`config.mk`:
```
export PLATFORM = sky130hd
export DESIGN_NAME = trap_stress_bist
export DESIGN_NICKNAME = d
export VERILOG_FILES = /design/src/rtl/tsb_pkg.sv /design/src/rtl/tsb_addr_gen.sv /design/src/rtl/tsb_interval_timer.sv /design/src/rtl/tsb_resp_check.sv /design/src/rtl/trap_stress_bist.sv
export SDC_FILE = /design/constraint.sdc
export NUM_CORES = 1
export LEC_CHECK = 0
export ABC_CLOCK_PERIOD_IN_PS = 5190
export CAP_MARGIN = 10
export CORE_MARGIN = 1
export CORE_UTILIZATION = 46
export CTS_CLUSTER_DIAMETER = 30
export DETAILED_ROUTE_END_ITERATION = 16
export DONT_BUFFER_PORTS = 1
export PLACE_DENSITY = 0.64
export SLEW_MARGIN = 30
export SYNTH_ARGS = -nofsm -noshare
export SYNTH_HDL_FRONTEND = slang
export SYNTH_SLANG_ARGS = --single-unit
```
`constraint.sdc`:
```
create_clock -name clk -period 5.19 [get_ports clk]
set_clock_uncertainty 0.1 [all_clocks]
set_input_delay 0.7785 -clock clk [delete_from_list [all_inputs] [get_ports clk]]
set_output_delay 0.7785 -clock clk [all_outputs]
set_load 0.1 [all_outputs]
```
`src/rtl/tsb_pkg.sv`:
```
// Shared types for the trap-stress march BIST sequencer.
// Assumes: nothing beyond IEEE 1800-2017 packages.
package tsb_pkg;

    // Sequencer phases; one state per march element kind
    typedef enum logic [3:0] {
        ST_IDLE,
        ST_PRESET,
        ST_HOLD,
        ST_BURST,
        ST_RELAX,
        ST_FINAL,
        ST_VERIFY,
        ST_L2_RD,
        ST_L2_WR,
        ST_L3_RD,
        ST_FINISH
    } seq_state_t;

    // Burst data mode codes
    localparam logic [1:0] BM_ALT_A   = 2'd0;
    localparam logic [1:0] BM_ALT_INV = 2'd1;
    localparam logic [1:0] BM_ZEROS   = 2'd2;
    localparam logic [1:0] BM_ONES    = 2'd3;

    // Data bit for one burst write, given mode, polarity and write parity
    function automatic logic burst_bit(input logic [1:0] mode,
                                       input logic pol,
                                       input logic odd);
        case (mode)
            BM_ALT_A:   burst_bit = odd ? ~pol : pol;
            BM_ALT_INV: burst_bit = odd ? pol : ~pol;
            BM_ZEROS:   burst_bit = 1'b0;
            default:    burst_bit = 1'b1;
        endcase
    endfunction

endpackage

```
`src/rtl/tsb_addr_gen.sv`:
```
// Address walker for one march line.
// A load starts the walk at the low or high end and fixes the direction.
// A step moves one address. at_end flags the last address of the line.
// Assumes: load and step are never high in the same cycle.
module tsb_addr_gen #(
    parameter int ADDR_W = 10
) (
    input  logic              clk,
    input  logic              rst_n,
    input  logic              load,
    input  logic              desc,
    input  logic              step,
    output logic [ADDR_W-1:0] addr,
    output logic              at_end
);
    localparam logic [ADDR_W-1:0] TOP_ADDR = {ADDR_W{1'b1}};

    logic dir_q;

    // Address register and direction latch
    always_ff @(posedge clk) begin
        if (!rst_n) begin
            addr  <= '0;
            dir_q <= 1'b0;
        end else if (load) begin
            addr  <= desc ? TOP_ADDR : '0;
            dir_q <= desc;
        end else if (step) begin
            addr  <= dir_q ? addr - 1'b1 : addr + 1'b1;
        end
    end

    // Last address of the line in the current direction
    always_comb at_end = dir_q ? (addr == '0) : (addr == TOP_ADDR);

endmodule

```
`src/rtl/tsb_interval_timer.sv`:
```
// Countdown timer for the idle intervals (hold and relax).
// A load sets the count, which then falls by one each cycle to zero.
// Assumes: the caller loads length-1 and leaves the interval when zero is seen.
module tsb_interval_timer #(
    parameter int CNT_W = 16
) (
    input  logic             clk,
    input  logic             rst_n,
    input  logic             load,
    input  logic [CNT_W-1:0] load_val,
    output logic             zero
);
    logic [CNT_W-1:0] cnt_q;

    // Load or count down, saturating at zero
    always_ff @(posedge clk) begin
        if (!rst_n)              cnt_q <= '0;
        else if (load)           cnt_q <= load_val;
        else if (cnt_q != '0)    cnt_q <= cnt_q - 1'b1;
    end

    // Interval has elapsed
    always_comb zero = (cnt_q == '0);

endmodule

```
`src/rtl/tsb_resp_check.sv`:
```
// Read response comparator with a sticky first-fail capture.
// A read issued in one cycle returns its data in the next. It is compared there,
// and the result is registered at the end of that cycle.
// Assumes: clear is only raised while no read is outstanding.
module tsb_resp_check #(
    parameter int ADDR_W = 10,
    parameter int DATA_W = 32
) (
    input  logic              clk,
    input  logic              rst_n,
    input  logic              clear,
    input  logic              rd_issue,
    input  logic [ADDR_W-1:0] rd_addr,
    input  logic [DATA_W-1:0] rd_expect,
    input  logic [DATA_W-1:0] rdata,
    output logic              fail,
    output logic [ADDR_W-1:0] fail_addr
);
    logic              pend_q;
    logic [ADDR_W-1:0] addr_q;
    logic [DATA_W-1:0] exp_q;

    // Track the outstanding read and its expectation
    always_ff @(posedge clk) begin
        if (!rst_n) begin
            pend_q <= 1'b0;
            addr_q <= '0;
            exp_q  <= '0;
        end else begin
            pend_q <= rd_issue;
            addr_q <= rd_addr;
            exp_q  <= rd_expect;
        end
    end

    // Sticky fail flag and first failing address
    always_ff @(posedge clk) begin
        if (!rst_n || clear) begin
            fail      <= 1'b0;
            fail_addr <= '0;
        end else if (pend_q && (rdata != exp_q) && !fail) begin
            fail      <= 1'b1;
            fail_addr <= addr_q;
        end
    end

endmodule

```
`src/rtl/trap_stress_bist.sv`:
```
// Trap-stress march BIST sequencer top.
// March: ascending preset of A, idle hold, ascending stress line (isolated
// write or write-after-write with burst and relax, then a verify read),
// descending read-inverse/write-A line, ascending read-A line.
// Assumes: a synchronous SRAM with one-cycle read latency; configuration is
// only sampled on an accepted start.
module trap_stress_bist #(
    parameter int ADDR_W    = 10,
    parameter int DATA_W    = 32,
    parameter int HOLD_W    = 24,
    parameter int RELAX_W   = 12,
    parameter int BURST_MIN = 2,
    parameter int BURST_MAX = 256,
    localparam int BCNT_W   = $clog2(BURST_MAX + 1)
) (
    input  logic               clk,
    input  logic               rst_n,
    input  logic               start,
    input  logic               cfg_pattern,
    input  logic               cfg_polarity,
    input  logic [1:0]         cfg_burst_mode,
    input  logic [HOLD_W-1:0]  cfg_hold,
    input  logic [RELAX_W-1:0] cfg_relax,
    input  logic [BCNT_W-1:0]  cfg_burst,
    output logic               mem_cs,
    output logic               mem_we,
    output logic               mem_re,
    output logic [ADDR_W-1:0]  mem_addr,
    output logic [DATA_W-1:0]  mem_wdata,
    input  logic [DATA_W-1:0]  mem_rdata,
    output logic               busy,
    output logic               done,
    output logic               fail,
    output logic [ADDR_W-1:0]  fail_addr
);
    import tsb_pkg::*;

    localparam logic [BCNT_W-1:0] B_LO = BCNT_W'(BURST_MIN);
    localparam logic [BCNT_W-1:0] B_HI = BCNT_W'(BURST_MAX);

    seq_state_t          state_q, state_d, stress_entry;
    logic                pat_q, pol_q;
    logic [1:0]          mode_q;
    logic [HOLD_W-1:0]   hold_q;
    logic [RELAX_W-1:0]  relax_q;
    logic [BCNT_W-1:0]   burst_n_q, bidx_q, burst_clamped;
    logic                done_q;

    logic                ag_load, ag_desc, ag_step, at_end;
    logic                hold_load, relax_load, hold_zero, relax_zero;
    logic                bidx_clr, bidx_inc, cfg_take, chk_clear;
    logic                rd_issue;
    logic [DATA_W-1:0]   rd_expect;
    logic [DATA_W-1:0]   word_a, word_inv;

    // Burst count limited to the supported range
    always_comb begin
        if (cfg_burst < B_LO)      burst_clamped = B_LO;
        else if (cfg_burst > B_HI) burst_clamped = B_HI;
        else                       burst_clamped = cfg_burst;
    end

    // Data words for polarity A and its inverse
    always_comb begin
        word_a   = {DATA_W{pol_q}};
        word_inv = {DATA_W{~pol_q}};
    end

    // First state of each stress-line address
    always_comb stress_entry = pat_q ? ST_BURST : ST_FINAL;

    // Next-state and walker control
    always_comb begin
        state_d    = state_q;
        ag_load    = 1'b0;
        ag_desc    = 1'b0;
        ag_step    = 1'b0;
        hold_load  = 1'b0;
        relax_load = 1'b0;
        bidx_clr   = 1'b0;
        bidx_inc   = 1'b0;
        cfg_take   = 1'b0;
        chk_clear  = 1'b0;
        case (state_q)
            ST_IDLE: begin
                if (start) begin
                    cfg_take  = 1'b1;
                    chk_clear = 1'b1;
                    ag_load   = 1'b1;
                    state_d   = ST_PRESET;
                end
            end
            ST_PRESET: begin
                if (at_end) begin
                    ag_load  = 1'b1;
                    bidx_clr = 1'b1;
                    if (hold_q != '0) begin
                        hold_load = 1'b1;
                        state_d   = ST_HOLD;
                    end else begin
                        state_d   = stress_entry;
                    end
                end else begin
                    ag_step = 1'b1;
                end
            end
            ST_HOLD: begin
                if (hold_zero) state_d = stress_entry;
            end
            ST_BURST: begin
                if (bidx_q == burst_n_q - 1'b1) begin
                    if (relax_q != '0) begin
                        relax_load = 1'b1;
                        state_d    = ST_RELAX;
                    end else begin
                        state_d    = ST_FINAL;
                    end
                end else begin
                    bidx_inc = 1'b1;
                end
            end
            ST_RELAX: begin
                if (relax_zero) state_d = ST_FINAL;
            end
            ST_FINAL: state_d = ST_VERIFY;
            ST_VERIFY: begin
                if (at_end) begin
                    ag_load = 1'b1;
                    ag_desc = 1'b1;
                    state_d = ST_L2_RD;
                end else begin
                    ag_step  = 1'b1;
                    bidx_clr = 1'b1;
                    state_d  = stress_entry;
                end
            end
            ST_L2_RD: state_d = ST_L2_WR;
            ST_L2_WR: begin
                if (at_end) begin
                    ag_load = 1'b1;
                    state_d = ST_L3_RD;
                end else begin
                    ag_step = 1'b1;
                    state_d = ST_L2_RD;
                end
            end
            ST_L3_RD: begin
                if (at_end) state_d = ST_FINISH;
                else        ag_step = 1'b1;
            end
            ST_FINISH: state_d = ST_IDLE;
            default:   state_d = ST_IDLE;
        endcase
    end

    // State register and end-of-test pulse
    always_ff @(posedge clk) begin
        if (!rst_n) begin
            state_q <= ST_IDLE;
            done_q  <= 1'b0;
        end else begin
            state_q <= state_d;
            done_q  <= (state_q == ST_FINISH);
        end
    end

    // Configuration latch, taken on an accepted start
    always_ff @(posedge clk) begin
        if (!rst_n) begin
            pat_q     <= 1'b0;
            pol_q     <= 1'b0;
            mode_q    <= 2'd0;
            hold_q    <= '0;
            relax_q   <= '0;
            burst_n_q <= B_LO;
        end else if (cfg_take) begin
            pat_q     <= cfg_pattern;
            pol_q     <= cfg_polarity;
            mode_q    <= cfg_burst_mode;
            hold_q    <= cfg_hold;
            relax_q   <= cfg_relax;
            burst_n_q <= burst_clamped;
        end
    end

    // Burst write index within one address
    always_ff @(posedge clk) begin
        if (!rst_n || bidx_clr) bidx_q <= '0;
        else if (bidx_inc)      bidx_q <= bidx_q + 1'b1;
    end

    // SRAM port drive, decoded from the current state
    always_comb begin
        mem_we    = 1'b0;
        mem_re    = 1'b0;
        mem_wdata = '0;
        rd_expect = '0;
        case (state_q)
            ST_PRESET: begin mem_we = 1'b1; mem_wdata = word_a; end
            ST_BURST: begin
                mem_we    = 1'b1;
                mem_wdata = {DATA_W{burst_bit(mode_q, pol_q, bidx_q[0])}};
            end
            ST_FINAL:  begin mem_we = 1'b1; mem_wdata = word_inv; end
            ST_VERIFY: begin mem_re = 1'b1; rd_expect = word_inv; end
            ST_L2_RD:  begin mem_re = 1'b1; rd_expect = word_inv; end
            ST_L2_WR:  begin mem_we = 1'b1; mem_wdata = word_a; end
            ST_L3_RD:  begin mem_re = 1'b1; rd_expect = word_a; end
            default:   ;
        endcase
        mem_cs   = mem_we | mem_re;
        rd_issue = mem_re;
        busy     = (state_q != ST_IDLE);
        done     = done_q;
    end

    tsb_addr_gen #(.ADDR_W(ADDR_W)) addr_i (
        .clk    (clk),
        .rst_n  (rst_n),
        .load   (ag_load),
        .desc   (ag_desc),
        .step   (ag_step),
        .addr   (mem_addr),
        .at_end (at_end)
    );

    tsb_interval_timer #(.CNT_W(HOLD_W)) hold_tmr_i (
        .clk      (clk),
        .rst_n    (rst_n),
        .load     (hold_load),
        .load_val (hold_q - 1'b1),
        .zero     (hold_zero)
    );

    tsb_interval_timer #(.CNT_W(RELAX_W)) relax_tmr_i (
        .clk      (clk),
        .rst_n    (rst_n),
        .load     (relax_load),
        .load_val (relax_q - 1'b1),
        .zero     (relax_zero)
    );

    tsb_resp_check #(.ADDR_W(ADDR_W), .DATA_W(DATA_W)) check_i (
        .clk       (clk),
        .rst_n     (rst_n),
        .clear     (chk_clear),
        .rd_issue  (rd_issue),
        .rd_addr   (mem_addr),
        .rd_expect (rd_expect),
        .rdata     (mem_rdata),
        .fail      (fail),
        .fail_addr (fail_addr)
    );

endmodule

```
# Word-level counts from Yosys, hierarchy flattened
# Index checks and enable logic that the tools add are counted.
# word_totals
ff_bits	164
in_bits	84
output_inout_bits	58
word_cells	123
# classes
addsub	8
order_cmp	2
eq_ne	21
muxes	46
bitwise	2
n_reduce_logical	26
# op_table
operator	count
case mux 32 bit (3 select lines)	1
case mux 32 bit (2 select lines)	1
2-to-1 mux 24 bit	2
nonzero test 24 bit	2
subtractor 24 x 1 -> 24 bit (second input constant)	2
2-to-1 mux 10 bit	4
case mux 4 bit (10 select lines)	1
!= test 32 bit	1
2-to-1 mux 4 bit	7
zero test 24 bit	1
2-to-1 mux 12 bit	2
nonzero test 12 bit	2
subtractor 12 x 1 -> 12 bit (second input constant)	2
2-to-1 mux 1 bit	20
2-to-1 mux 9 bit	2
equality test 4 x 3 -> 1 bit (second input constant)	4
equality test 4 bit (second input constant)	3
zero test 12 bit	1
adder 10 x 1 -> 10 bit (second input constant)	1
equality test 10 bit (second input constant)	1
zero test 10 bit	1
subtractor 10 x 1 -> 10 bit (second input constant)	1
adder 9 x 1 -> 9 bit (second input constant)	1
equality test 9 bit	1
other kinds (25)	41

# Longest topological paths before layout
# Gate-level depths: netlist (run 1).
# depth
depth_word	6
ltp_mapped	18
mapped_depth_nobuf	15

# Cells and area by module
# From an unflattened synthesis (run 1), not the netlist that was laid out.
# unflattened
hier_cells	1083
area_unflattened_um2	8986.1
# by_module_without_submodules
mod	instances	cells_per_inst	area_per_inst_um2	seq_area_each_um2
trap_stress_bist	1	546	4131.5	1261.2
tsb_resp_check	1	180	1926.8	1081.0
tsb_interval_timer at hold_tmr_i	1	162	1361.3	480.5
tsb_addr_gen	1	105	863.3	220.2
tsb_interval_timer at relax_tmr_i	1	90	703.2	240.2

# Worst setup path after synthesis (run 1)
# No wires, ideal clock.
# synth_timing
path_type	register to output
from	reg state_q[1]
to	out mem_wdata[10]
arrival_ns	4.197
required_time_ns	4.312
path_slack_ns	0.114
path_stages_with_launch	9
n_path_buf	2
cell_sequence	dfxtp_1 > clkbuf_1 > nand3b_1 > a21oi_1 > o21ai_0 > a21oi_1 > a21oi_1 > o22ai_1 > buf_4
# synth_via
elab_chain_cells	3
elab_cells_between_ends	6
classes_between	eq/ne: 4; mux: 1; reduce/logical: 1
# synth_rtl
item	line	source
from (decl)	trap_stress_bist.sv:41	seq_state_t state_q, state_d, stress_entry;
from (signal assigned)	trap_stress_bist.sv:162	state_q <= state_d;
equality test 4 bit / equality test 4 x 1 -> 1 bit (equally long branches)	trap_stress_bist.sv:198	case (state_q)
OR reduction 2 bit (no source line)	-	
case mux 32 bit (3 select lines) *	trap_stress_bist.sv:198	
to (decl)	trap_stress_bist.sv:29	output logic [DATA_W-1:0] mem_wdata,
# Mark *: on every way between the ends. The rest lies on a longest branch, timed or not.

# Worst setup path in the final report (run 1)
# layout_timing
from	reg bidx_q[0]
to	out mem_wdata[31]
# layout_via
elab_chain_cells	3
elab_cells_between_ends	4
classes_between	mux: 4
# layout_rtl
item	line	source
from (decl)	trap_stress_bist.sv:46	logic [BCNT_W-1:0] burst_n_q, bidx_q, burst_clamped;
from (signal assigned)	trap_stress_bist.sv:189	else if (bidx_inc) bidx_q <= bidx_q + 1'b1;
2-to-1 mux 1 bit, on equally long branches	tsb_pkg.sv:32, tsb_pkg.sv:31	
case mux 1 bit (3 select lines) *	tsb_pkg.sv:30	case (mode)
case mux 32 bit (3 select lines) *	trap_stress_bist.sv:198	
# Marks and branches as above.

==> results of run 1 <==
[area by class of cell]
class	instances	share of cell area, %
Tap cell	216	3.29
Sequential cell	133	32.4
Clock inverter	13	2.39
Multi-Input combinational cell	699	53.4
Clock buffer	19	5.38
Inverter	15	0.685
Timing Repair Buffer	22	2.46
[logic make-up (layout without fill, tap and decap cells)]
kind of cell | Yosys count | after routing
AND/OR/NAND/NOR | 401 | 401
AO/OA/AOI/OAI | 188 | 188
adder cells (fa/ha/maj) | 13 | 13
XOR/XNOR | 67 | 67
flip-flops | 133 | 133
buffers and inverters | 92 | 69
multiplexers | 30 | 30
[cells in the final DEF (no fill, tap or decap), types with 5 or more instances in the layout]
cell type / instances
sky130_fd_sc_hd__clkbuf_16: 17
sky130_fd_sc_hd__or3_1: 12
sky130_fd_sc_hd__a22o_1: 5
sky130_fd_sc_hd__ha_1: 12
sky130_fd_sc_hd__and3_1: 6
sky130_fd_sc_hd__nor2_1: 92
sky130_fd_sc_hd__a31oi_1: 6
sky130_fd_sc_hd__nor2b_1: 9
sky130_fd_sc_hd__nor4_1: 23
sky130_fd_sc_hd__xor2_1: 22
sky130_fd_sc_hd__dfxtp_1: 133
sky130_fd_sc_hd__inv_1: 15
sky130_fd_sc_hd__a21boi_0: 44
sky130_fd_sc_hd__and2_1: 13
sky130_fd_sc_hd__or4_1: 7
sky130_fd_sc_hd__nor3_1: 39
sky130_fd_sc_hd__xnor2_1: 45
sky130_fd_sc_hd__a211oi_1: 20
sky130_fd_sc_hd__o21a_1: 6
sky130_fd_sc_hd__buf_4: 19
sky130_fd_sc_hd__o21ai_0: 29
sky130_fd_sc_hd__nand4b_1: 5
sky130_fd_sc_hd__mux2i_1: 22
sky130_fd_sc_hd__nand3_1: 22
sky130_fd_sc_hd__nand4_1: 10
sky130_fd_sc_hd__a21oi_1: 37
sky130_fd_sc_hd__nand2_1: 122
sky130_fd_sc_hd__nand2b_1: 9
[tightest hold or removal path, stage by stage, from the launching register on]
cell and delay [ns]:
sky130_fd_sc_hd__dfxtp_1 0.30, sky130_fd_sc_hd__mux2i_1 0.05, sky130_fd_sc_hd__nor2_1 0.07
[per-layer routing]
metal  global-route usage, %  wire length [µm]  up-vias
li1                        -                 -     3190
met1                    25.0              7590     2787
met2                    36.0              8060      150
met3                    5.66              1080       17
met4                    7.52               261        0
met5                       0                 0        -
[worst paths after layout]
path	startpoint	end	slack (ns)	cells past startpoint
max	bidx_q[0]	mem_wdata[31]	0.21	7
min	check_i.addr_q[8]	check_i.fail_addr[8]	0.36	2
max reg2reg	addr_i.dir_q	hold_tmr_i.cnt_q[22]	1.11	14
min reg2reg	check_i.addr_q[8]	check_i.fail_addr[8]	0.36	2
[report_power, final]
part           switching, mW  internal [mW]
clock                  0.472          0.825
combinational           2.12          0.758
sequential             0.204           1.23
total                   2.79           2.81
[registers in the layout (all words and copies together), names as in the netlist, 2 cells and up]
name / cells
relax_q: 12
check_i.fail_addr: 10
mode_q: 2
state_q: 4
burst_n_q: 9
check_i.addr_q: 10
relax_tmr_i.cnt_q: 12
addr_i.addr: 10
bidx_q: 9
hold_q: 24
hold_tmr_i.cnt_q: 24
[stage by stage]
stage                     std cells  worst slack [ns]  power [mW]  util [%]
after floorplan                 924             0.114        4.00         -
after global placement         1085             0.674        4.31      47.7
after detailed placement       1085             0.634        4.33      47.8
after CTS                      1117             0.168        5.65      51.8
after global routing           1117           0.00583        5.96      51.8
final                          1117             0.210        5.61      51.8
==> implementation parameters, run 1 <==
Parameter                              Value

Timing
  Setup total negative slack    0 ns
  Final hold vios    0
  Time the final worst path needs with I/O delays and setup    about 5 ns
  Number of slew-limit violations in the final report    0
  Worst slew margin    between 30% and 40%
  Maximum achievable frequency    between 0.2 and 0.25 GHz
  Final period utilization    a little over nine tenths
  Worst Max-Slew Pin Slew    about 0.99 ns
  Worst hold slack across all endpoints    0.359 ns
  Unrepaired setup endpoints after global routing    no
  Final number of setup-violating endpoints    0

Critical path
  Path type of the worst setup path    reg2out
  Data required, critical path    between 4 and 5 ns
  Worst Setup End Kind    output pin
  Slowest cell on crit path    sky130_fd_sc_hd__buf_12
  Number of buffers and inverters on the critical path    1
  Chain of cells forming the critical path    nand3b_1, a21oi_1, o21ai_0, a21oi_1, a21oi_1, o22ai_4, buf_12
  Peak fanout along the critical path    28
  Most prevalent standard cell on the critical path    sky130_fd_sc_hd__a21oi_1
  Worst EP arrival    around 4.1 ns
  Kind of start point of the critical path    register
  Crit path max-delay family    buffers and inverters
  Slowest stage delay, CP    about 2.2 ns

CTS
  TritonCTS clock tree    yes
  Post-cts hold buffer count    0
  Worst-Skew Late Latency    roughly 0.42 ns
  Longest Clk Path Bufs    2
  Clock buffer count from CTS    17
  Post-CTS setup buffer count    0
  CTS clock-pin slew for the worst setup and hold paths    about 0.06 ns
  Cell chosen for the clock root    sky130_fd_sc_hd__clkbuf_16
  Total of cells resized after clock tree synthesis    0
  Number of sinks handled by clock tree synthesis    ~130
  Clock H-tree levels    4

Floorplan
  Core Footprint    between 0.015 and 0.02 mm²
  Total number of placement rows    46
  Effective utilization at floorplan    between 40 and 50%
  # IOs    between 100 and 150
  Die ar.    between 0.015 and 0.02 mm²
  Die height    ~130 µm
  DIE WIDTH    130 µm

Routing
  DRT Wirelength    17,000 µm
  Number of detailed-routing iterations run before antenna repair    4
  WL per Instance    approximately 15 µm
  Vias after detailed routing    6,144
  DRC Markers    0
  Number of antenna-violating nets in the routed design    0
  Vias per Instance    5.50
  Drt first-iter violations    287

Logic synthesis
  Most frequent cells after synthesis    sky130_fd_sc_hd__dfxtp_1 (133), sky130_fd_sc_hd__nand2_1 (122), sky130_fd_sc_hd__nor2_1 (92)
  Post-synthesis mux area share    roughly 4.4%
  Cell type with the largest total area after synthesis    sky130_fd_sc_hd__dfxtp_1
  Fraction of the mapped netlist area in compound gates    17.0%
  Main combinational cell family by area after synthesis    simple AND/OR/NAND/NOR gates
  Arithmetic-cell share of the synthesized area counting full adders, half adders and majority gates    2.27%
  Share of the yosys chip area belonging to registers    between 30% and 40%
  Number of different library cells in the post-synthesis netlist    70
  Most frequent cell after synthesis    sky130_fd_sc_hd__dfxtp_1
  Number of nets in the synthesized netlist    ~1,000
  Simple-gate share of the synthesized area    between 20% and 30%
  Primary FF master, synth    sky130_fd_sc_hd__dfxtp_1
  Synth Area per Inst    about 8.1 µm²
  Area share of xor/xnor cells in the synthesized design    between 7 and 8%
  Number of flops mapped to enable cells by yosys    0
  Warnings, synthesis    0
  Post-synthesis async set-or-reset flop share    0%
  Synthesized flop and latch total    133
  Post-Syn Instances    924
  Area share of the largest cell type after synthesis    between 30% and 40%
  Post-Synthesis Cell Area    0.00751 mm²
  Cells taking the most area after synthesis    sky130_fd_sc_hd__dfxtp_1 (35%), sky130_fd_sc_hd__nand2_1 (6.1%), sky130_fd_sc_hd__xnor2_1 (5.2%)

Power and ir drop
  Power per standard cell area    between 600 and 700 mW/mm²
  Peak supply drop    0.00104 V
  Static power due to leakage    between 3 and 4 nW

Placement
  Post-Place Cell Area    approximately 0.0076 mm²
  Number of buffer cells added on primary ports    0
  Global placer's final weighted congestion    around 0.85
  HPWL after detailed placement    between 10,000 and 15,000 µm

Cells and area
  Antenna cell count    0
  Layout filler cell count    1,556
  Fraction of final layout cells sized beyond drive strength 1    under 10%
  Area taken by multi-input logic gates    0.00439 mm²
  Combined flip-flop and latch cell area    approximately 0.0027 mm²
  Total number of nets in the final design    a little under 1,000
  Synth-to-Final Area Change    9.51%
  Design area    0.00823 mm²

Global routing
  Overflow left after global routing    0
  Overall track demand over capacity in global routing    a little over a fifth
  First-pass GRT wire length    27,600 µm
  Maximum number of pins on one net before global-route repair    just under 90
  Number of antenna violations at the first check in global routing    0
  Number of global-route vias before repair    5,876

Run status
  Run status    finished clean

Flow run
  Count of max-cap constraint violations    0

Worst hold path
  Class of the worst hold path    reg2reg
(Power assumes the default switching activity.)
==> run 2, diff against run 1 <==
PLACE_DENSITY = 0.7   (was 0.64)
==> implementation parameters, run 2 (synthesized netlist as in run 1, its figures left out) <==
Parameter                              Value

CTS
  CTS clock-pin slew for the worst setup and hold paths    0.06 ns (about the same)
  Total of cells resized after clock tree synthesis    0 (unchanged)
  Clock H-tree levels    4 (unchanged)
  Clock buffer count from CTS    17 (unchanged)
  Post-CTS setup buffer count    0 (unchanged)
  Longest Clk Path Bufs    2 (unchanged)
  Cell chosen for the clock root    sky130_fd_sc_hd__clkbuf_16
  Post-cts hold buffer count    0 (unchanged)
  Number of sinks handled by clock tree synthesis    133 (unchanged)
  TritonCTS clock tree    yes
  Worst-Skew Late Latency    0.42 ns (about the same)

Critical path
  Data required, critical path    4.31 ns (about the same)
  Slowest stage delay, CP    1.76 ns (-0.45 ns)
  Crit path max-delay family    buffers and inverters
  Slowest cell on crit path    sky130_fd_sc_hd__buf_16
  Peak fanout along the critical path    27 (-3.6%)
  Worst EP arrival    4.06 ns (-0.04 ns)
  Path length in cells of the critical path    8 (+1)
  Kind of start point of the critical path    register
  Number of buffers and inverters on the critical path    2 (+1)
  Worst Setup End Kind    output pin
  Cells on worst reg2reg path    15 (+1)
  Path type of the worst setup path    reg2out
  Chain of cells forming the critical path    o21ai_0, nand3_1, o21ai_0, a21oi_1, a21oi_1, o22ai_4, buf_16, buf_12

Cells and area
  Top library cells by usage in the layout, fill and taps aside    sky130_fd_sc_hd__dfxtp_1 (133), sky130_fd_sc_hd__nand2_1 (122), sky130_fd_sc_hd__nor2_1 (92)
  Leading cell type in the layout, fill and taps excluded    sky130_fd_sc_hd__dfxtp_1
  Design area    0.00814 mm² (-0.99%)
  End-of-flow core utilization    51.3% (-0.51 points)
  Antenna cell count    0 (unchanged)
  Synth-to-Final Area Change    8.43%
  Combined flip-flop and latch cell area    0.00266 mm² (unchanged)
  Area taken by multi-input logic gates    0.00439 mm² (about the same)
  Final non-filler cell total    1,117 (unchanged)
  Total number of nets in the final design    985 (unchanged)
  Layout filler cell count    1,548 (-0.51%)
  Fraction of final layout cells sized beyond drive strength 1    9.21% (+0.11 points)
  Top flop regs    hold_q x24, hold_tmr_i.cnt_q x24

Timing
  Worst slew margin    33.4% (-0.83 points)
  Final number of setup-violating endpoints    0 (unchanged)
  Number of slew-limit violations in the final report    0 (unchanged)
  Unrepaired setup endpoints after global routing    no
  Maximum achievable frequency    0.203 GHz (+0.86%)
  Time the final worst path needs with I/O delays and setup    4.94 ns (-0.0424 ns)
  Final hold vios    0 (unchanged)
  Final period utilization    95.1% (-0.82 points)
  Slack of the critical path    0.253 ns (+0.0424 ns)
  Worst Max-Slew Pin Slew    0.998 ns (+0.0124 ns)
  Worst hold slack across all endpoints    0.359 ns (-0.000453 ns)
  Setup total negative slack    0 ns (unchanged)

Routing
  Number of detailed-routing iterations run before antenna repair    4 (unchanged)
  WL per Instance    15.7 µm (+3.0%)
  Vias per Instance    5.57 (+1.4%)
  Vias after detailed routing    6,227 (+1.4%)
  Number of antenna-violating nets in the routed design    0 (unchanged)
  Drt first-iter violations    316 (+10%)
  DRC Markers    0 (unchanged)
  DRT Wirelength    17,500 µm (+3.0%)

Power and ir drop
  Post-layout total power    5.46 mW (-2.7%)
  Power per standard cell area    670 mW/mm² (-1.7%)
  Static power due to leakage    3.02 nW (-1.3%)
  Peak supply drop    0.000921 V (-12%)

Flow run
  Count of max-cap constraint violations    0 (unchanged)

Placement
  Worst setup timing slack at the placement stage    0.568 ns (-0.0656 ns)
  Post-Place Cell Area    0.00757 mm² (-0.15%)
  Number of buffer cells added on primary ports    0 (unchanged)
  HPWL after detailed placement    12,700 µm (+3.1%)
  Post-placement cell count    1,085 (unchanged)
  Global placer's final weighted congestion    0.842 (-0.46%)

Floorplan
  Core Footprint    0.0159 mm² (unchanged)
  DIE WIDTH    130 µm (unchanged)
  Die height    130 µm (unchanged)
  Effective utilization at floorplan    47.3% (unchanged)
  # IOs    142 (unchanged)
  Die ar.    0.0168 mm² (unchanged)
  Total number of placement rows    46 (unchanged)

Run status
  Run status    finished clean

Global routing
  Maximum number of pins on one net before global-route repair    87 (unchanged)
  Overflow left after global routing    0 (unchanged)
  First-pass GRT wire length    28,300 µm (+2.3%)
  Overall track demand over capacity in global routing    21.5% (+0.52 points)
  Number of global-route vias before repair    5,874 (-0.034%)
  Number of antenna violations at the first check in global routing    0 (unchanged)

Worst hold path
  Min-Delay Path Depth    2 (unchanged)
  Class of the worst hold path    reg2reg
==> run 2: changes by cell type in the layout (fill, tap and decap cells not counted), moves of 2 or more <==
| cell | previous run | this run |
|---|---|---|
| sky130_fd_sc_hd__clkinvlp_4 | 2 | 6 |
| sky130_fd_sc_hd__clkinv_4 | 3 | 1 |
| sky130_fd_sc_hd__inv_6 | 4 | 0 |
| sky130_fd_sc_hd__clkinv_2 | 0 | 5 |
| sky130_fd_sc_hd__bufinv_16 | 4 | 1 |
| sky130_fd_sc_hd__buf_12 | 3 | 1 |
==> run 2: final timing paths <==
path                        from              endpoint  slack [ns]
setup / recovery      state_q[1]          mem_wdata[3]        0.25
hold / removal    check_i.pend_q          check_i.fail        0.36
setup reg to reg  addr_i.addr[1]  hold_tmr_i.cnt_q[20]        0.91
hold reg to reg   check_i.pend_q          check_i.fail        0.36
==> run 2: layer usage <==
layer  global-route usage [%]  wire, µm  share of wire [%]
met5                        0         0                  0
met2                     36.7      8230                 47
met1                     25.6      7760                 44
met3                     5.33      1020                5.8
met4                     9.30       493                2.8
==> run 2: area by class of cell <==
type / count / area share [%]
sequential: 133 / 32.7
inverter: 15 / 0.691
clock inverter: 13 / 1.34
timing repair buffer: 22 / 2.47
multi-input combinational: 699 / 53.9
tap: 216 / 3.32
clock buffer: 19 / 5.56
==> run 2: worst min-delay path, stage by stage (launching register included) <==
cell                      delay, ns
sky130_fd_sc_hd__dfxtp_1       0.29
sky130_fd_sc_hd__o41ai_1       0.06
sky130_fd_sc_hd__a21oi_1       0.06
==> run 2: report_power, final <==
part	total, mW	switching, mW	internal (mW)
registers	1.43	0.193	1.23
clock network	1.13	0.457	0.678
logic	2.90	2.14	0.757
total	5.46	2.79	2.67
==> run 3, diff against run 2 <==
ABC_CLOCK_PERIOD_IN_PS = not set   (was 5190)
SYNTH_HIERARCHICAL = 1   (was not set)
==> implementation parameters, run 3 <==
Parameter                              Value

Logic synthesis
  Synth Area per Inst    8.30 µm² (+2.1%)
  Share of the yosys chip area belonging to registers    36.5% (+1.1 points)
  Area share of the largest cell type after synthesis    36.5% (+1.1 points)
  Main combinational cell family by area after synthesis    simple AND/OR/NAND/NOR gates
  Simple-gate share of the synthesized area    26.9% (+0.39 points)
  Most frequent cells after synthesis    sky130_fd_sc_hd__nand2_1 (190), sky130_fd_sc_hd__dfxtp_1 (164), sky130_fd_sc_hd__xnor2_1 (63)
  Post-Syn Instances    1,083 (+17%)
  Number of nets in the synthesized netlist    1,184 (+16%)
  Area share of xor/xnor cells in the synthesized design    9.75% (+1.9 points)
  Post-synthesis mux area share    2.78% (-1.6 points)
  Post-Synthesis Cell Area    0.00899 mm² (+20%)
  Synthesized flop and latch total    164 (+23%)
  Warnings, synthesis    6 (+6)
  Fraction of the mapped netlist area in compound gates    15.4% (-1.6 points)
  Cell type with the largest total area after synthesis    sky130_fd_sc_hd__dfxtp_1
  Primary FF master, synth    sky130_fd_sc_hd__dfxtp_1
  Cells taking the most area after synthesis    sky130_fd_sc_hd__dfxtp_1 (37%), sky130_fd_sc_hd__nand2_1 (7.9%), sky130_fd_sc_hd__xnor2_1 (6.1%)
  Post-synthesis async set-or-reset flop share    0% (unchanged)
  Number of different library cells in the post-synthesis netlist    81 (+16%)
  Number of flops mapped to enable cells by yosys    0 (unchanged)
  Most frequent cell after synthesis    sky130_fd_sc_hd__nand2_1
  Arithmetic-cell share of the synthesized area counting full adders, half adders and majority gates    2.45% (+0.19 points)

Routing
  Number of antenna-violating nets in the routed design    0 (unchanged)
  Drt first-iter violations    332 (+5.1%)
  WL per Instance    14.5 µm (-7.7%)
  DRC Markers    0 (unchanged)
  DRT Wirelength    19,200 µm (+9.5%)
  Number of detailed-routing iterations run before antenna repair    5 (+1)
  Vias per Instance    5.41 (-2.9%)
  Vias after detailed routing    7,169 (+15%)

Global routing
  Number of global-route vias before repair    6,593 (+12%)
  First-pass GRT wire length    31,200 µm (+10%)
  Maximum number of pins on one net before global-route repair    130 (+49%)
  Number of antenna violations at the first check in global routing    0 (unchanged)
  Overall track demand over capacity in global routing    19.4% (-2.1 points)
  Overflow left after global routing    0 (unchanged)

Critical path
  Number of buffers and inverters on the critical path    4 (+2)
  Kind of start point of the critical path    register
  Slowest stage delay, CP    1.05 ns (-0.71 ns)
  Data required, critical path    4.31 ns (about the same)
  Crit path max-delay family    buffers and inverters
  Path type of the worst setup path    reg2out
  Reg2reg setup slack    1.90 ns (+0.99 ns)
  Worst reg2reg path startpoint    addr_i/addr[9]
  Chain of cells forming the critical path    nand2b_1, o32ai_4, clkbuf_16, buf_16, buf_16, buf_16
  Cells on worst reg2reg path    10 (-5)
  End of the worst register-to-register path    bidx_q[2]
  Peak fanout along the critical path    14 (-48%)
  Worst EP arrival    4.46 ns (+0.40 ns)
  Worst Setup End Kind    output pin
  Most prevalent standard cell on the critical path    sky130_fd_sc_hd__buf_16
  Slowest cell on crit path    sky130_fd_sc_hd__clkbuf_16
  Source of the critical timing path    state_q[1]

Placement
  Number of buffer cells added on primary ports    0 (unchanged)
  HPWL after detailed placement    13,600 µm (+7.7%)
  Worst setup timing slack at the placement stage    0.383 ns (-0.186 ns)
  Post-placement cell count    1,283 (+18%)
  Global placer's final weighted congestion    0.884 (+5.0%)

Floorplan
  Effective utilization at floorplan    47.4% (+0.12 points)
  DIE WIDTH    142 µm (+9.2%)
  Core Footprint    0.0190 mm² (+19%)
  Die height    142 µm (+9.2%)
  # IOs    142 (unchanged)
  Die ar.    0.0201 mm² (+19%)
  Total number of placement rows    50 (+8.7%)

Power and ir drop
  Part of the total power dissipated in sequential elements    29.2% (+3.1 points)
  Power per standard cell area    622 mW/mm² (-7.2%)
  Part of the power in the clock network    20.1% (-0.7 points)
  Static power due to leakage    3.64 nW (+21%)
  Switching part of the total    48.3% (-2.8 points)
  Peak supply drop    0.000268 V (-71%)
  Combinational power share    50.6% (-2.5 points)
  Total internal power    3.16 mW (+18%)
  P_sw    2.95 mW (+5.8%)

Run status
  Run status    finished with violations
  Violated checks    negative setup slack

Timing
  Worst slew margin    13.8% (-20 points)
  Number of slew-limit violations in the final report    0 (unchanged)
  Final hold vios    0 (unchanged)
  Time the final worst path needs with I/O delays and setup    5.34 ns (+0.406 ns)
  Final period utilization    103% (+7.8 points)
  Maximum achievable frequency    0.187 GHz (-7.6%)
  Unrepaired setup endpoints after global routing    yes
  Worst Max-Slew Pin Slew    1.30 ns (+0.302 ns)
  Final number of setup-violating endpoints    1 (+1)
  Slack of the critical path    -0.153 ns (-0.406 ns)

Worst hold path
  Min-Delay Path Depth    2 (unchanged)
  Class of the worst hold path    reg2reg
  Worst Hold Endpoint    check_i/fail_addr[2]
  Worst Min Path Start    check_i/addr_q[2]

CTS
  Cell chosen for the clock root    sky130_fd_sc_hd__clkbuf_16
  Worst-Skew Late Latency    0.43 ns (about the same)
  Clock H-tree levels    4 (unchanged)
  Longest Clk Path Bufs    2 (unchanged)
  TritonCTS clock tree    yes
  CTS clock-pin slew for the worst setup and hold paths    0.07 ns (about the same)
  Number of sinks handled by clock tree synthesis    164 (+23%)
  Clock buffer count from CTS    17 (unchanged)
  Post-cts hold buffer count    0 (unchanged)

Cells and area
  Area taken by multi-input logic gates    0.00520 mm² (+18%)
  Top flop regs    check_i/exp_q x32, hold_q x24, hold_tmr_i/cnt_q x24
  Combined flip-flop and latch cell area    0.00330 mm² (+24%)
  Synth-to-Final Area Change    9.30%
  Total number of nets in the final design    1,153 (+17%)
  Layout filler cell count    1,753 (+13%)
  Fraction of final layout cells sized beyond drive strength 1    10.3% (+1.1 points)
  Top library cells by usage in the layout, fill and taps aside    sky130_fd_sc_hd__nand2_1 (190), sky130_fd_sc_hd__dfxtp_1 (159), sky130_fd_sc_hd__xnor2_1 (63)
  Final non-filler cell total    1,325 (+19%)
  Max reg flops    32
  Top reg by flops    check_i/exp_q
  Antenna cell count    0 (unchanged)
  Leading cell type in the layout, fill and taps excluded    sky130_fd_sc_hd__nand2_1

Flow run
  Count of max-cap constraint violations    0 (unchanged)
[run 3: cell count changes after synthesis, sizes merged, moves of 8 or more]
cell	before	now
nand2	122	190
nor2	95	47
and2	13	56
dfxtp	133	164
xnor2	45	63
a211oi	21	6
nor3	42	27
xor2	22	37
o21ai	33	42
clkbuf	35	43
nand3	23	15
o31ai	4	12
[run 3: cell type report]
cell class	instances	area share, %
multi-input combinational	813	52.9
timing repair buffer	35	3.46
tap	260	3.31
inverter	21	0.841
sequential	164	33.6
clock buffer	17	4.33
clock inverter	15	1.54
[run 3: what timing repair did]
action / CTS / global route
buffers inserted: 0 / 8
endpoints found under the setup margin: 1 / 10
resized for setup: 1 / 17
pin swaps: 0 / 7
[run 3: worst max path at each step]
stage / end / cells past startpoint
2_1_floorplan: mem_wdata[10] / 4
3_3_place_gp: mem_wdata[11] / 8
3_5_place_dp: mem_wdata[11] / 8
4_1_cts: mem_wdata[11] / 8
5_1_grt: mem_wdata[11] / 10
6_report: mem_wdata[11] / 6
[run 3: kinds of logic after synthesis]
family | after synthesis
and+or+nand+nor | 469
AOI/OAI and AO/OA | 202
DFF | 164
buffers and inverters | 106
xor gates and xnor gates | 100
muxes | 25
adders and majority gates | 17
[run 3: power by group through the flow]
stage                     Combinational, mW  Clock [mW]  Sequential (mW)
after floorplan                        2.47           0             1.94
after global placement                 2.97           0             1.80
after detailed placement               3.01           0             1.81
after CTS                              3.03        1.27             1.78
after global routing                   3.38        1.31             1.82
final                                  3.09        1.23             1.79
[run 3: worst register-to-register path, stage by stage (launching register included)]
cell                        delay (ns)
sky130_fd_sc_hd__dfxtp_1          0.43
sky130_fd_sc_hd__buf_4            0.35
sky130_fd_sc_hd__nand4_1          0.14
sky130_fd_sc_hd__o31ai_1          0.33
sky130_fd_sc_hd__buf_4            0.22
sky130_fd_sc_hd__nand4bb_1        0.13
sky130_fd_sc_hd__o31a_1           0.15
sky130_fd_sc_hd__o21a_1           0.52
sky130_fd_sc_hd__or4b_2           0.63
sky130_fd_sc_hd__a21oi_1          0.12
sky130_fd_sc_hd__nand3b_1         0.11
[run 3: per-stage QoR]
| stage | utilization [%] | setup TNS (ns) | cell area [µm²] | total power, mW | hold slack, ns |
|---|---|---|---|---|---|
| after floorplan | - | 0 | 8990 | 4.41 | 0.324 |
| after global placement | 48.0 | 0 | 9090 | 4.77 | 0.328 |
| after detailed placement | 48.0 | 0 | 9090 | 4.82 | 0.331 |
| after CTS | 51.1 | 0 | 9680 | 6.08 | 0.332 |
| after global routing | 51.8 | -0.521 | 9820 | 6.52 | 0.338 |
| final | 51.8 | -0.153 | 9820 | 6.11 | 0.336 |
[run 3: metal layers]
layer  up-vias  share of wire, %  global-route usage (%)
met3        23               4.2                    4.42
met2       134                47                    31.9
li1       3667                 -                       -
met4         0               2.1                    8.09
met1      3345                46                    24.3
met5         -                 0                       0
